===== config.mk =====
export PLATFORM = sky130hd
export DESIGN_NAME = amp_prot_sup
export DESIGN_NICKNAME = d
export VERILOG_FILES = /design/src/rtl/amp_prot_pkg.sv /design/src/rtl/amp_dc_chan.sv /design/src/rtl/amp_fault_latch.sv /design/src/rtl/amp_startup_timer.sv /design/src/rtl/amp_prot_sup.sv
export SDC_FILE = /design/constraint.sdc
export NUM_CORES = 1
export LEC_CHECK = 0
export ABC_AREA = 1
export BUFFER_PORTS_ARGS = -buffer_cell sky130_fd_sc_hd__buf_2
export CAP_MARGIN = 10
export CELL_PAD_IN_SITES_DETAIL_PLACEMENT = 0
export CELL_PAD_IN_SITES_GLOBAL_PLACEMENT = 1
export CORE_MARGIN = 5
export CORE_UTILIZATION = 44
export DETAILED_ROUTE_END_ITERATION = 10
export GPL_ROUTABILITY_DRIVEN = 1
export PLACE_DENSITY_LB_ADDON = 0.1
export SYNTH_ARGS = -nofsm -noshare
export SYNTH_HDL_FRONTEND = slang
export SYNTH_SLANG_ARGS = --single-unit

===== constraint.sdc =====
create_clock -name clk -period 4.45 [get_ports clk]
set_clock_uncertainty 0.15 [all_clocks]
set_input_delay 0.445 -clock clk [delete_from_list [all_inputs] [get_ports clk]]
set_output_delay 0.445 -clock clk [all_outputs]
set_load 0.05 [all_outputs]

===== src/rtl/amp_prot_pkg.sv =====
package amp_prot_pkg;

  typedef enum logic [1:0] {
    POL_NONE = 2'd0,
    POL_POS  = 2'd1,
    POL_NEG  = 2'd2
  } pol_e;

  // strictly above 60 percent: act/len > 3/5
  function automatic logic duty_over(input logic [31:0] act, input logic [31:0] len);
    return (act * 32'd5) > (len * 32'd3);
  endfunction

  function automatic pol_e classify(input logic [31:0] pos, input logic [31:0] neg,
                                    input logic [31:0] len);
    if (duty_over(pos, len)) return POL_POS;
    if (duty_over(neg, len)) return POL_NEG;
    return POL_NONE;
  endfunction

endpackage


===== src/rtl/amp_dc_chan.sv =====
module amp_dc_chan
  import amp_prot_pkg::*;
#(
  parameter int PER_W      = 12,
  parameter int DC_PERIODS = 168000
) (
  input  logic clk,
  input  logic rst_n,
  input  logic clr,
  input  logic stb,
  input  logic pwm_p,
  input  logic pwm_n,
  output logic dc_over
);
  localparam int RUN_W = $clog2(DC_PERIODS + 2);
  localparam logic [RUN_W-1:0] RUN_LIM = RUN_W'(DC_PERIODS);
  localparam logic [RUN_W-1:0] RUN_TOP = RUN_W'(DC_PERIODS + 1);
  localparam logic [PER_W-1:0] CNT_MAX = '1;

  logic [PER_W-1:0] pos_q, neg_q, len_q;
  logic [PER_W:0]   pos_tot, neg_tot, len_tot;
  logic [RUN_W-1:0] run_q, run_nx;
  pol_e             last_q, pol_now;
  logic             pos_hit, neg_hit;

  assign pos_hit = pwm_p & ~pwm_n;
  assign neg_hit = pwm_n & ~pwm_p;

  assign pos_tot = {1'b0, pos_q} + (PER_W+1)'(pos_hit);
  assign neg_tot = {1'b0, neg_q} + (PER_W+1)'(neg_hit);
  assign len_tot = {1'b0, len_q} + (PER_W+1)'(1);

  assign pol_now = classify(32'(pos_tot), 32'(neg_tot), 32'(len_tot));

  always_comb begin
    run_nx = run_q;
    if (pol_now == POL_NONE)   run_nx = '0;
    else if (pol_now != last_q) run_nx = RUN_W'(1);
    else if (run_q != RUN_TOP) run_nx = run_q + 1'b1;
  end

  always_ff @(posedge clk or negedge rst_n) begin
    if (!rst_n) begin
      pos_q  <= '0;
      neg_q  <= '0;
      len_q  <= '0;
      run_q  <= '0;
      last_q <= POL_NONE;
    end else if (clr) begin
      pos_q  <= '0;
      neg_q  <= '0;
      len_q  <= '0;
      run_q  <= '0;
      last_q <= POL_NONE;
    end else if (stb) begin
      pos_q  <= '0;
      neg_q  <= '0;
      len_q  <= '0;
      run_q  <= run_nx;
      last_q <= pol_now;
    end else begin
      if (pos_hit && pos_q != CNT_MAX) pos_q <= pos_q + 1'b1;
      if (neg_hit && neg_q != CNT_MAX) neg_q <= neg_q + 1'b1;
      if (len_q != CNT_MAX)            len_q <= len_q + 1'b1;
    end
  end

  assign dc_over = run_q > RUN_LIM;

endmodule


===== src/rtl/amp_fault_latch.sv =====
module amp_fault_latch #(
  parameter int N = 3
) (
  input  logic         clk,
  input  logic         rst_n,
  input  logic         sd_n,
  input  logic [N-1:0] set_vec,
  output logic [N-1:0] lat_q
);
  always_ff @(posedge clk or negedge rst_n) begin
    if (!rst_n)     lat_q <= '0;
    else if (!sd_n) lat_q <= '0;
    else            lat_q <= lat_q | set_vec;
  end
endmodule


===== src/rtl/amp_startup_timer.sv =====
module amp_startup_timer #(
  parameter int STARTUP_CYC = 500000,
  parameter int STRAP_W     = 3
) (
  input  logic               clk,
  input  logic               rst_n,
  input  logic               hold,
  input  logic [STRAP_W-1:0] strap,
  output logic               done,
  output logic               end_evt,
  output logic [STRAP_W-1:0] cfg_q
);
  localparam int CNT_W = $clog2(STARTUP_CYC + 1);
  localparam logic [CNT_W-1:0] LIM = CNT_W'(STARTUP_CYC);
  localparam logic [CNT_W-1:0] PRE = CNT_W'(STARTUP_CYC - 1);

  logic [CNT_W-1:0] cnt_q;

  assign end_evt = !hold && (cnt_q == PRE);
  assign done    = (cnt_q == LIM);

  always_ff @(posedge clk or negedge rst_n) begin
    if (!rst_n)          cnt_q <= '0;
    else if (hold)       cnt_q <= '0;
    else if (cnt_q != LIM) cnt_q <= cnt_q + 1'b1;
  end

  always_ff @(posedge clk or negedge rst_n) begin
    if (!rst_n)       cfg_q <= '0;
    else if (end_evt) cfg_q <= strap;
  end
endmodule


===== src/rtl/amp_prot_sup.sv =====
module amp_prot_sup #(
  parameter int NUM_CH      = 2,
  parameter int STARTUP_CYC = 500000,
  parameter int DC_PERIODS  = 168000,
  parameter int PER_W       = 12,
  parameter int STRAP_W     = 3
) (
  input  logic               clk,
  input  logic               rst_n,
  input  logic               sd_n,
  input  logic               mute,
  input  logic               oc_flag,
  input  logic               ot_flag,
  input  logic               uv_flag,
  input  logic               ov_flag,
  input  logic               period_stb,
  input  logic [NUM_CH-1:0]  pwm_p,
  input  logic [NUM_CH-1:0]  pwm_n,
  input  logic [STRAP_W-1:0] cfg_strap,
  output logic               fault_n,
  output logic               out_hiz,
  output logic               startup_done,
  output logic [STRAP_W-1:0] cfg_q
);
  localparam int NLAT = 3;

  logic [NUM_CH-1:0] dc_vec;
  logic [NLAT-1:0]   lat_q;
  logic              dc_any;
  logic              sc_active;
  logic              any_latched;
  logic              startup_end_evt;

  for (genvar ch = 0; ch < NUM_CH; ch++) begin : g_ch
    amp_dc_chan #(
      .PER_W(PER_W),
      .DC_PERIODS(DC_PERIODS)
    ) u_dc (
      .clk(clk),
      .rst_n(rst_n),
      .clr(!sd_n),
      .stb(period_stb),
      .pwm_p(pwm_p[ch]),
      .pwm_n(pwm_n[ch]),
      .dc_over(dc_vec[ch])
    );
  end

  assign dc_any    = |dc_vec;
  assign sc_active = uv_flag | ov_flag;

  amp_fault_latch #(.N(NLAT)) u_lat (
    .clk(clk),
    .rst_n(rst_n),
    .sd_n(sd_n),
    .set_vec({dc_any, ot_flag, oc_flag}),
    .lat_q(lat_q)
  );

  assign any_latched = |lat_q;

  amp_startup_timer #(
    .STARTUP_CYC(STARTUP_CYC),
    .STRAP_W(STRAP_W)
  ) u_tmr (
    .clk(clk),
    .rst_n(rst_n),
    .hold(!sd_n || sc_active),
    .strap(cfg_strap),
    .done(startup_done),
    .end_evt(startup_end_evt),
    .cfg_q(cfg_q)
  );

  assign fault_n = !any_latched;
  assign out_hiz = !sd_n || mute || any_latched || sc_active || !startup_done;

endmodule


Word level (Yosys, flattened, before mapping) --
Cells that the tools add are included.
Word-level totals: memories 0, flip-flop bits (word level) 137, memory bits (read-only) 0, output and inout port bits 6, word-level logic and storage cells 142, bits in writable memories 0, bits in latches 0
Cells by class: $mul 6, bitwise gates (word level) 10, divide/modulo/power cells 0, reduce and logical (&&, ||, !) cells 21, shift operators 0, add/subtract/negate cells 15, order comparisons 6, equality and inequality tests 22, mux-type cells 49
Operator list (number):
- 2-to-1 mux 12 bit | 18
- 2-to-1 mux 18 bit | 10
- adder 12 x 1 -> 12 bit, second input constant | 6
- != test 12 bit, second input constant | 6
- > comparator 16 x 15 -> 1 bit | 4
- multiplier 13 x 3 -> 16 bit, second input constant | 4
- adder 12 x 1 -> 13 bit | 4
- equality test 19 bit, second input constant | 2
- 2-to-1 mux 19 bit | 2
- adder 18 x 1 -> 18 bit, second input constant | 2
- > comparator 18 bit, second input constant | 2
- != test 18 bit, second input constant | 2
- multiplier 13 x 2 -> 15 bit, second input constant | 2
- adder 12 x 1 -> 13 bit, second input constant | 2
- 2-to-1 mux 2 bit | 12
- adder 19 x 1 -> 19 bit, second input constant | 1
- != test 19 bit, second input constant | 1
- != test 3 x 1 -> 1 bit, second input constant | 6
- != test 4 x 1 -> 1 bit, second input constant | 2
- 2-to-1 mux 1 bit | 6
- logical AND 1 bit | 5
- logical OR 1 bit | 5
- AND 1 bit | 4
- logical NOT 1 bit | 4
- other kinds (11) | 17

Logic depth before layout (Yosys ltp) --
depth after elaboration 14, mapped depth 42, depth with buffers taken out 41

Modules after synthesis --
Synthesis repeated with hierarchy kept, for this count alone.
Second synthesis, totals: cells, all modules 1954, area total of the unflattened synthesis 13842.0 µm²
Modules (own cells, without submodules):
- amp_dc_chan at g_ch[1].u_dc | cells each 883, instances 1, area each 6229.7 µm²
- amp_dc_chan at g_ch[0].u_dc | cells each 866, instances 1, area each 6130.9 µm²
- amp_startup_timer | cells each 183, instances 1, area each 1326.3 µm²
- amp_fault_latch | cells each 10, instances 1, area each 101.3 µm²
- amp_prot_sup | cells each 12, instances 1, area each 53.8 µm²

Worst setup path before layout --
OpenSTA, ideal clock, no wires.
path type in2reg, start input port pwm_p[1], end register g_ch[1].u_dc.run_q[13], stages on the path 34, setup slack -603 ps, arrival time 4786 ps, setup time 117 ps, cells stage by stage inv_1 nor2_1 ha_1 nand2_1 nor3_1 nand2_1 xor2_1 inv_1 ha_1 ha_1 a21oi_1 o21ai_0 a21oi_1 nor2_1 o21ai_0 nand2_1 a21oi_1 nor2_1 nor2_1 xnor2_1 ha_1 inv_1 nor3_1 nor3b_2 nand3_1 a21oi_1 nand2_1 nand2_1 nand3_4 nor2_4 nand2_4 buf_2 nand3_1 nand2_1
Between the ends: longest elaborated chain between the ends 14, elaborated cells on any way between the ends 23
RTL lines:
- from (decl) | RTL line amp_prot_sup.sv:17 | input logic [NUM_CH-1:0] pwm_p,
- inverter 1 bit | RTL line amp_dc_chan.sv:27 | assign neg_hit = pwm_n & ~pwm_p;
- AND 1 bit | RTL line amp_dc_chan.sv:27
- adder 12 x 1 -> 13 bit | RTL line amp_dc_chan.sv:30 | assign neg_tot = {1'b0, neg_q} + (PER_W+1)'(neg_hit);
- multiplier 13 x 3 -> 16 bit | RTL line amp_prot_pkg.sv:11 | return (act * 32'd5) > (len * 32'd3);
- > comparator 16 x 15 -> 1 bit | RTL line amp_prot_pkg.sv:11
- 2-to-1 mux 1 bit (2 in series) | RTL line amp_prot_pkg.sv:17 | if (duty_over(neg, len)) return POL_NEG;
- 2-to-1 mux 2 bit | RTL line amp_prot_pkg.sv:18 | return POL_NONE;
- 2-to-1 mux 2 bit * | RTL line amp_prot_pkg.sv:17
- != test 2 bit | RTL line amp_dc_chan.sv:38 | else if (pol_now != last_q) run_nx = RUN_W'(1);
- 2-to-1 mux 18 bit | RTL line amp_dc_chan.sv:38
- 2-to-1 mux 18 bit | RTL line amp_dc_chan.sv:37 | if (pol_now == POL_NONE) run_nx = '0;
- 2-to-1 mux 18 bit | RTL line amp_dc_chan.sv:55 | end else if (stb) begin
- 2-to-1 mux 18 bit | RTL line amp_dc_chan.sv:49 | end else if (clr) begin
- to (signal assigned) | RTL line amp_dc_chan.sv:59 | run_q <= run_nx;
- to (decl) | RTL line amp_dc_chan.sv:22 | logic [RUN_W-1:0] run_q, run_nx;
Mark *: on every way between the ends. The rest lies on a longest branch, timed or not. The select of a mux whose other input is x is not followed. A chain may end at the register's enable or synchronous reset.

Worst setup path in the final report --
start register g_ch[1].u_dc.pos_q[0], end register g_ch[1].u_dc.run_q[9]
Between the ends: longest elaborated chain between the ends 10, elaborated cells on any way between the ends 13
RTL lines:
- from (decl) | RTL line amp_dc_chan.sv:20 | logic [PER_W-1:0] pos_q, neg_q, len_q;
- from (signal assigned) | RTL line amp_dc_chan.sv:62 | if (pos_hit && pos_q != CNT_MAX) pos_q <= pos_q + 1'b1;
- adder 12 x 1 -> 13 bit * | RTL line amp_dc_chan.sv:29 | assign pos_tot = {1'b0, pos_q} + (PER_W+1)'(pos_hit);
- multiplier 13 x 3 -> 16 bit * | RTL line amp_prot_pkg.sv:11
- > comparator 16 x 15 -> 1 bit * | RTL line amp_prot_pkg.sv:11
- 2-to-1 mux 1 bit * | RTL line amp_prot_pkg.sv:16 | if (duty_over(pos, len)) return POL_POS;
- 2-to-1 mux 2 bit * | RTL line amp_prot_pkg.sv:17
- != test 2 bit | RTL line amp_dc_chan.sv:38
- 2-to-1 mux 18 bit | RTL line amp_dc_chan.sv:38
- 2-to-1 mux 18 bit | RTL line amp_dc_chan.sv:37
- 2-to-1 mux 18 bit | RTL line amp_dc_chan.sv:55
- 2-to-1 mux 18 bit | RTL line amp_dc_chan.sv:49
Marked as above.

==> results.yml <==
placement:
  gp_congestion: 0.851
  numPortBuffers: 21
  dp.cells: 2618
  pre_cts_slack_ns: -1.02
  dp_hpwl_um: 26700
detailed_routing:
  routed_wl_um: 34800
  drt_iter0_drc: 547
  vias: 13100
  drc: 0
  via_per_inst: 4.88
  wl_per_cell_um: 12.9
  drtAntennaViolNets: 0
  firstDrtPassIters: 5
setup_path:
  slowest_delay_ns: 0.40
  worstSetupPathType: "flip-flop to flip-flop"
  cp-end-kind: "flip-flop"
  worstPathMaxFanout: 6
  cp_top_family: "simple AND/OR/NAND/NOR gates"
  worstPathArrival_ns: 5.10
  crit_path_top_delay_cell: "dfrtp_1"
  worstPathRequired_ns: 4.62
  cp_num_buf_inv: 6
  worstSetupStartpointType: "flip-flop"
cells_and_area:
  layout-drive-gt1-share_pct: 30.0
  area_delta_synth_final_pct: 40.5
  fill_cells: 2751
  final_cells: 2692
  diodes: 0
  fin_nets: 2498
floorplanning:
  dieArea_sq_um: 34200
  die_width_um: 185
  start_util_pct: 44.3
  die_h_um: 185
  core_area_sq_um: 30400
  io_pins: 22
  num_rows: 64
global_routing:
  antenna_found_initial: 0
  grt_use_total_pct: 21.1
  grt_use_met2_pct: 38.4
  use_met3_pct: 3.04
  grt_overflow_total: 0
  grt_pass1_vias: 13300
  met1_usage_pct: 26.4
  grt_pass1_wl_um: 60100
  busiest_layer: "met2"
  grt_max_degree: 84
cts:
  cts_max_path_buffers: 2
  clock_insertion_delay_worst_skew_ns: 0.44
  cts_buffers: 17
  clkSinkCount: 137
  cts_tree: "done"
  cts_max_level: 4
  clk_pin_slew_ns: 0.06
  cts_root_buffer: "clkbuf_16"
sta:
  fin_ws_ns: -0.474
  slew_violations: 0
  timing.fmax_mhz: 203
  relSlewSlack_pct: 44.9
  setup_viol: 38
  fin_crit_ns: 4.92
  worst_slew_pin_slew_ns: 0.826
  hold_slack_ns: 0.0729
  finalSetupTns_ns: -12.61
  period_share_pct: 111
  grt_setup_unrepaired: "true"
  hold_violations: 0
synthesis:
  synth_seq_cells: 137
  synth.avg_cell_area_sq_um: 7.21
  syn_inst: 1870
  synthesis.area_sq_um: 13500
  ys_types: 54
  yosys_warnings: 0
  synth-seq-area-share_pct: 25.4
  syn_nets: 2084
power:
  peakVddDrop_uv: 279
  powerDensity_nw_per_um2: 222
  finalPower_mw: 4.20
  p_leak_nw: 9.73
flow_run:
  maxCapViolCount: 0
outcome:
  violations: "setup timing"
  run_status: "finished, violations left"
min_path:
  hold_path.class: "input port to flip-flop"
-- sequential cells by signal (all words and copies together), names as in the netlist --
| register | cells |
|---|---|
| g_ch.u_dc.pos_q | 24 |
| u_lat.lat_q | 3 |
| u_tmr.cnt_q | 19 |
| g_ch.u_dc.len_q | 24 |
| g_ch.u_dc.run_q | 36 |
| g_ch.u_dc.last_q | 4 |
| u_tmr.cfg_q | 3 |
| g_ch.u_dc.neg_q | 24 |
-- routing by layer --
| layer | routed length [um] | share of wire (%) | vias to the layer above |
|---|---|---|---|
| met5 | 0 | 0 | - |
| met4 | 520 | 1.5 | 0 |
| met3 | 725 | 2.1 | 38 |
| met2 | 17600 | 51 | 116 |
| met1 | 16000 | 46 | 6048 |
| li1 | - | - | 6941 |
-- final cells by class --
cell class	count	area (sq um)	area share, %
Multi-Input combinational cell	1424	10100	53.5
Sequential cell	137	3430	18.1
Timing Repair Buffer	416	3220	17.0
Inverter	288	1100	5.82
Tap cell	396	495	2.62
Clock buffer	18	439	2.32
Clock inverter	13	119	0.628
-- power by group --
group	switching [mW]	internal (mW)	leakage (nW)	total, mW
Combinational	0.865	0.619	7.57	1.48
Clock	0.598	0.783	0.265	1.38
Sequential	0.0445	1.29	1.90	1.33
-- placed cells by master, fill, tap and decap left out, types with 12 or more instances in the layout --
master / netlist / final
nor2_4: 9 / 22
xor2_1: 98 / 77
nor3_2: 1 / 22
nand2_1: 420 / 394
inv_1: 282 / 266
dfrtp_1: 137 / 135
buf_4: 1 / 378
inv_2: 4 / 16
xnor2_1: 39 / 32
o21ai_1: 2 / 13
nor4_1: 17 / 16
nand3_2: 2 / 12
nand4_1: 24 / 24
nand3_1: 93 / 81
clkbuf_16: 0 / 17
nor2_2: 7 / 14
a21oi_2: 1 / 17
nor2_1: 145 / 125
nand2_2: 12 / 35
nor3_1: 79 / 53
ha_1: 194 / 160
o21ai_0: 71 / 56
a21oi_1: 129 / 112
ha_4: 0 / 33
buf_2: 7 / 20
xor2_2: 0 / 17
-- cells in the mapped netlist (all sizes together) --
master | number | area share (%)
buf | 13 | 0.62
a221oi | 4 | 0.26
nand3 | 98 | 4.0
nor2 | 161 | 5.1
o22ai | 6 | 0.28
dfrtp | 137 | 25
a21boi | 1 | 0.056
o31ai | 2 | 0.11
fa | 4 | 0.59
xnor2 | 39 | 2.5
o2111ai | 2 | 0.13
a211oi | 4 | 0.22
clkbuf | 9 | 0.25
nor3b | 2 | 0.15
o21a | 4 | 0.22
nand4 | 25 | 1.2
clkinv | 2 | 0.056
nand3b | 4 | 0.22
a21oi | 130 | 4.9
inv | 286 | 8.0
o21bai | 7 | 0.39
mux2 | 3 | 0.25
a31oi | 9 | 0.42
and2 | 1 | 0.046
nor3 | 80 | 3.0
a21o | 3 | 0.17
or2 | 3 | 0.14
xor2 | 98 | 6.4
nor4 | 17 | 0.79
and3 | 3 | 0.14
ha | 194 | 18
o221ai | 4 | 0.26
nand2 | 436 | 13
a311oi | 1 | 0.065
a31o | 1 | 0.065
a2bb2oi | 1 | 0.065
o21ai | 74 | 2.8
o211ai | 2 | 0.11
-- metrics by stage --
stage,utilization [%],area [sq um]
after global placement,55.8,17000
after floorplan,-,13800
after detailed placement,55.8,17000
final,62.2,18900
after CTS,60.0,18200
after global routing,62.2,18900
-- final timing paths --
check | cells past startpoint | end | slack [ns] | startpoint
max | 34 | g_ch[1].u_dc.run_q[9]$_DFFE_PN0P_ | -0.47 | g_ch[1].u_dc.pos_q[0]$_DFFE_PN0P_
min | 2 | u_tmr.cfg_q[2]$_DFFE_PN0P_ | 0.07 | cfg_strap[2]
max reg2reg | 34 | g_ch[1].u_dc.run_q[9]$_DFFE_PN0P_ | -0.47 | g_ch[1].u_dc.pos_q[0]$_DFFE_PN0P_
min reg2reg | 2 | u_lat.lat_q[0]$_DFF_PN0_ | 0.35 | u_lat.lat_q[0]$_DFF_PN0_
max in group asynchronous | 3 | u_tmr.cnt_q[16]$_DFFE_PN0P_ | 2.72 | rst_n
min in group asynchronous | 2 | g_ch[1].u_dc.neg_q[8]$_DFFE_PN0P_ | 0.47 | rst_n
-- cell families (layout without fill, tap and decap cells) --
kind of cell	after synthesis	after routing	synth area share (%)
buffers and inverters	310	735	8.89
DFF	137	137	25.4
and+or+nand+nor	830	831	27.4
AOI/OAI and AO/OA	255	255	10.5
muxes	3	3	0.251
xor gates and xnor gates	137	137	8.90
adders and majority gates	198	198	18.6
-- timing repair --
item / in CTS / in global routing
hold buffers: 1 / 0
gates resized for setup: 80 / 113
endpoints found under the hold margin: 81 / 0
endpoints found under the setup margin: 36 / 40
buffers inserted: 32 / 11
cloned: 2 / 0
pin swaps: 50 / 52
Power figures use the tool's default switching activity.
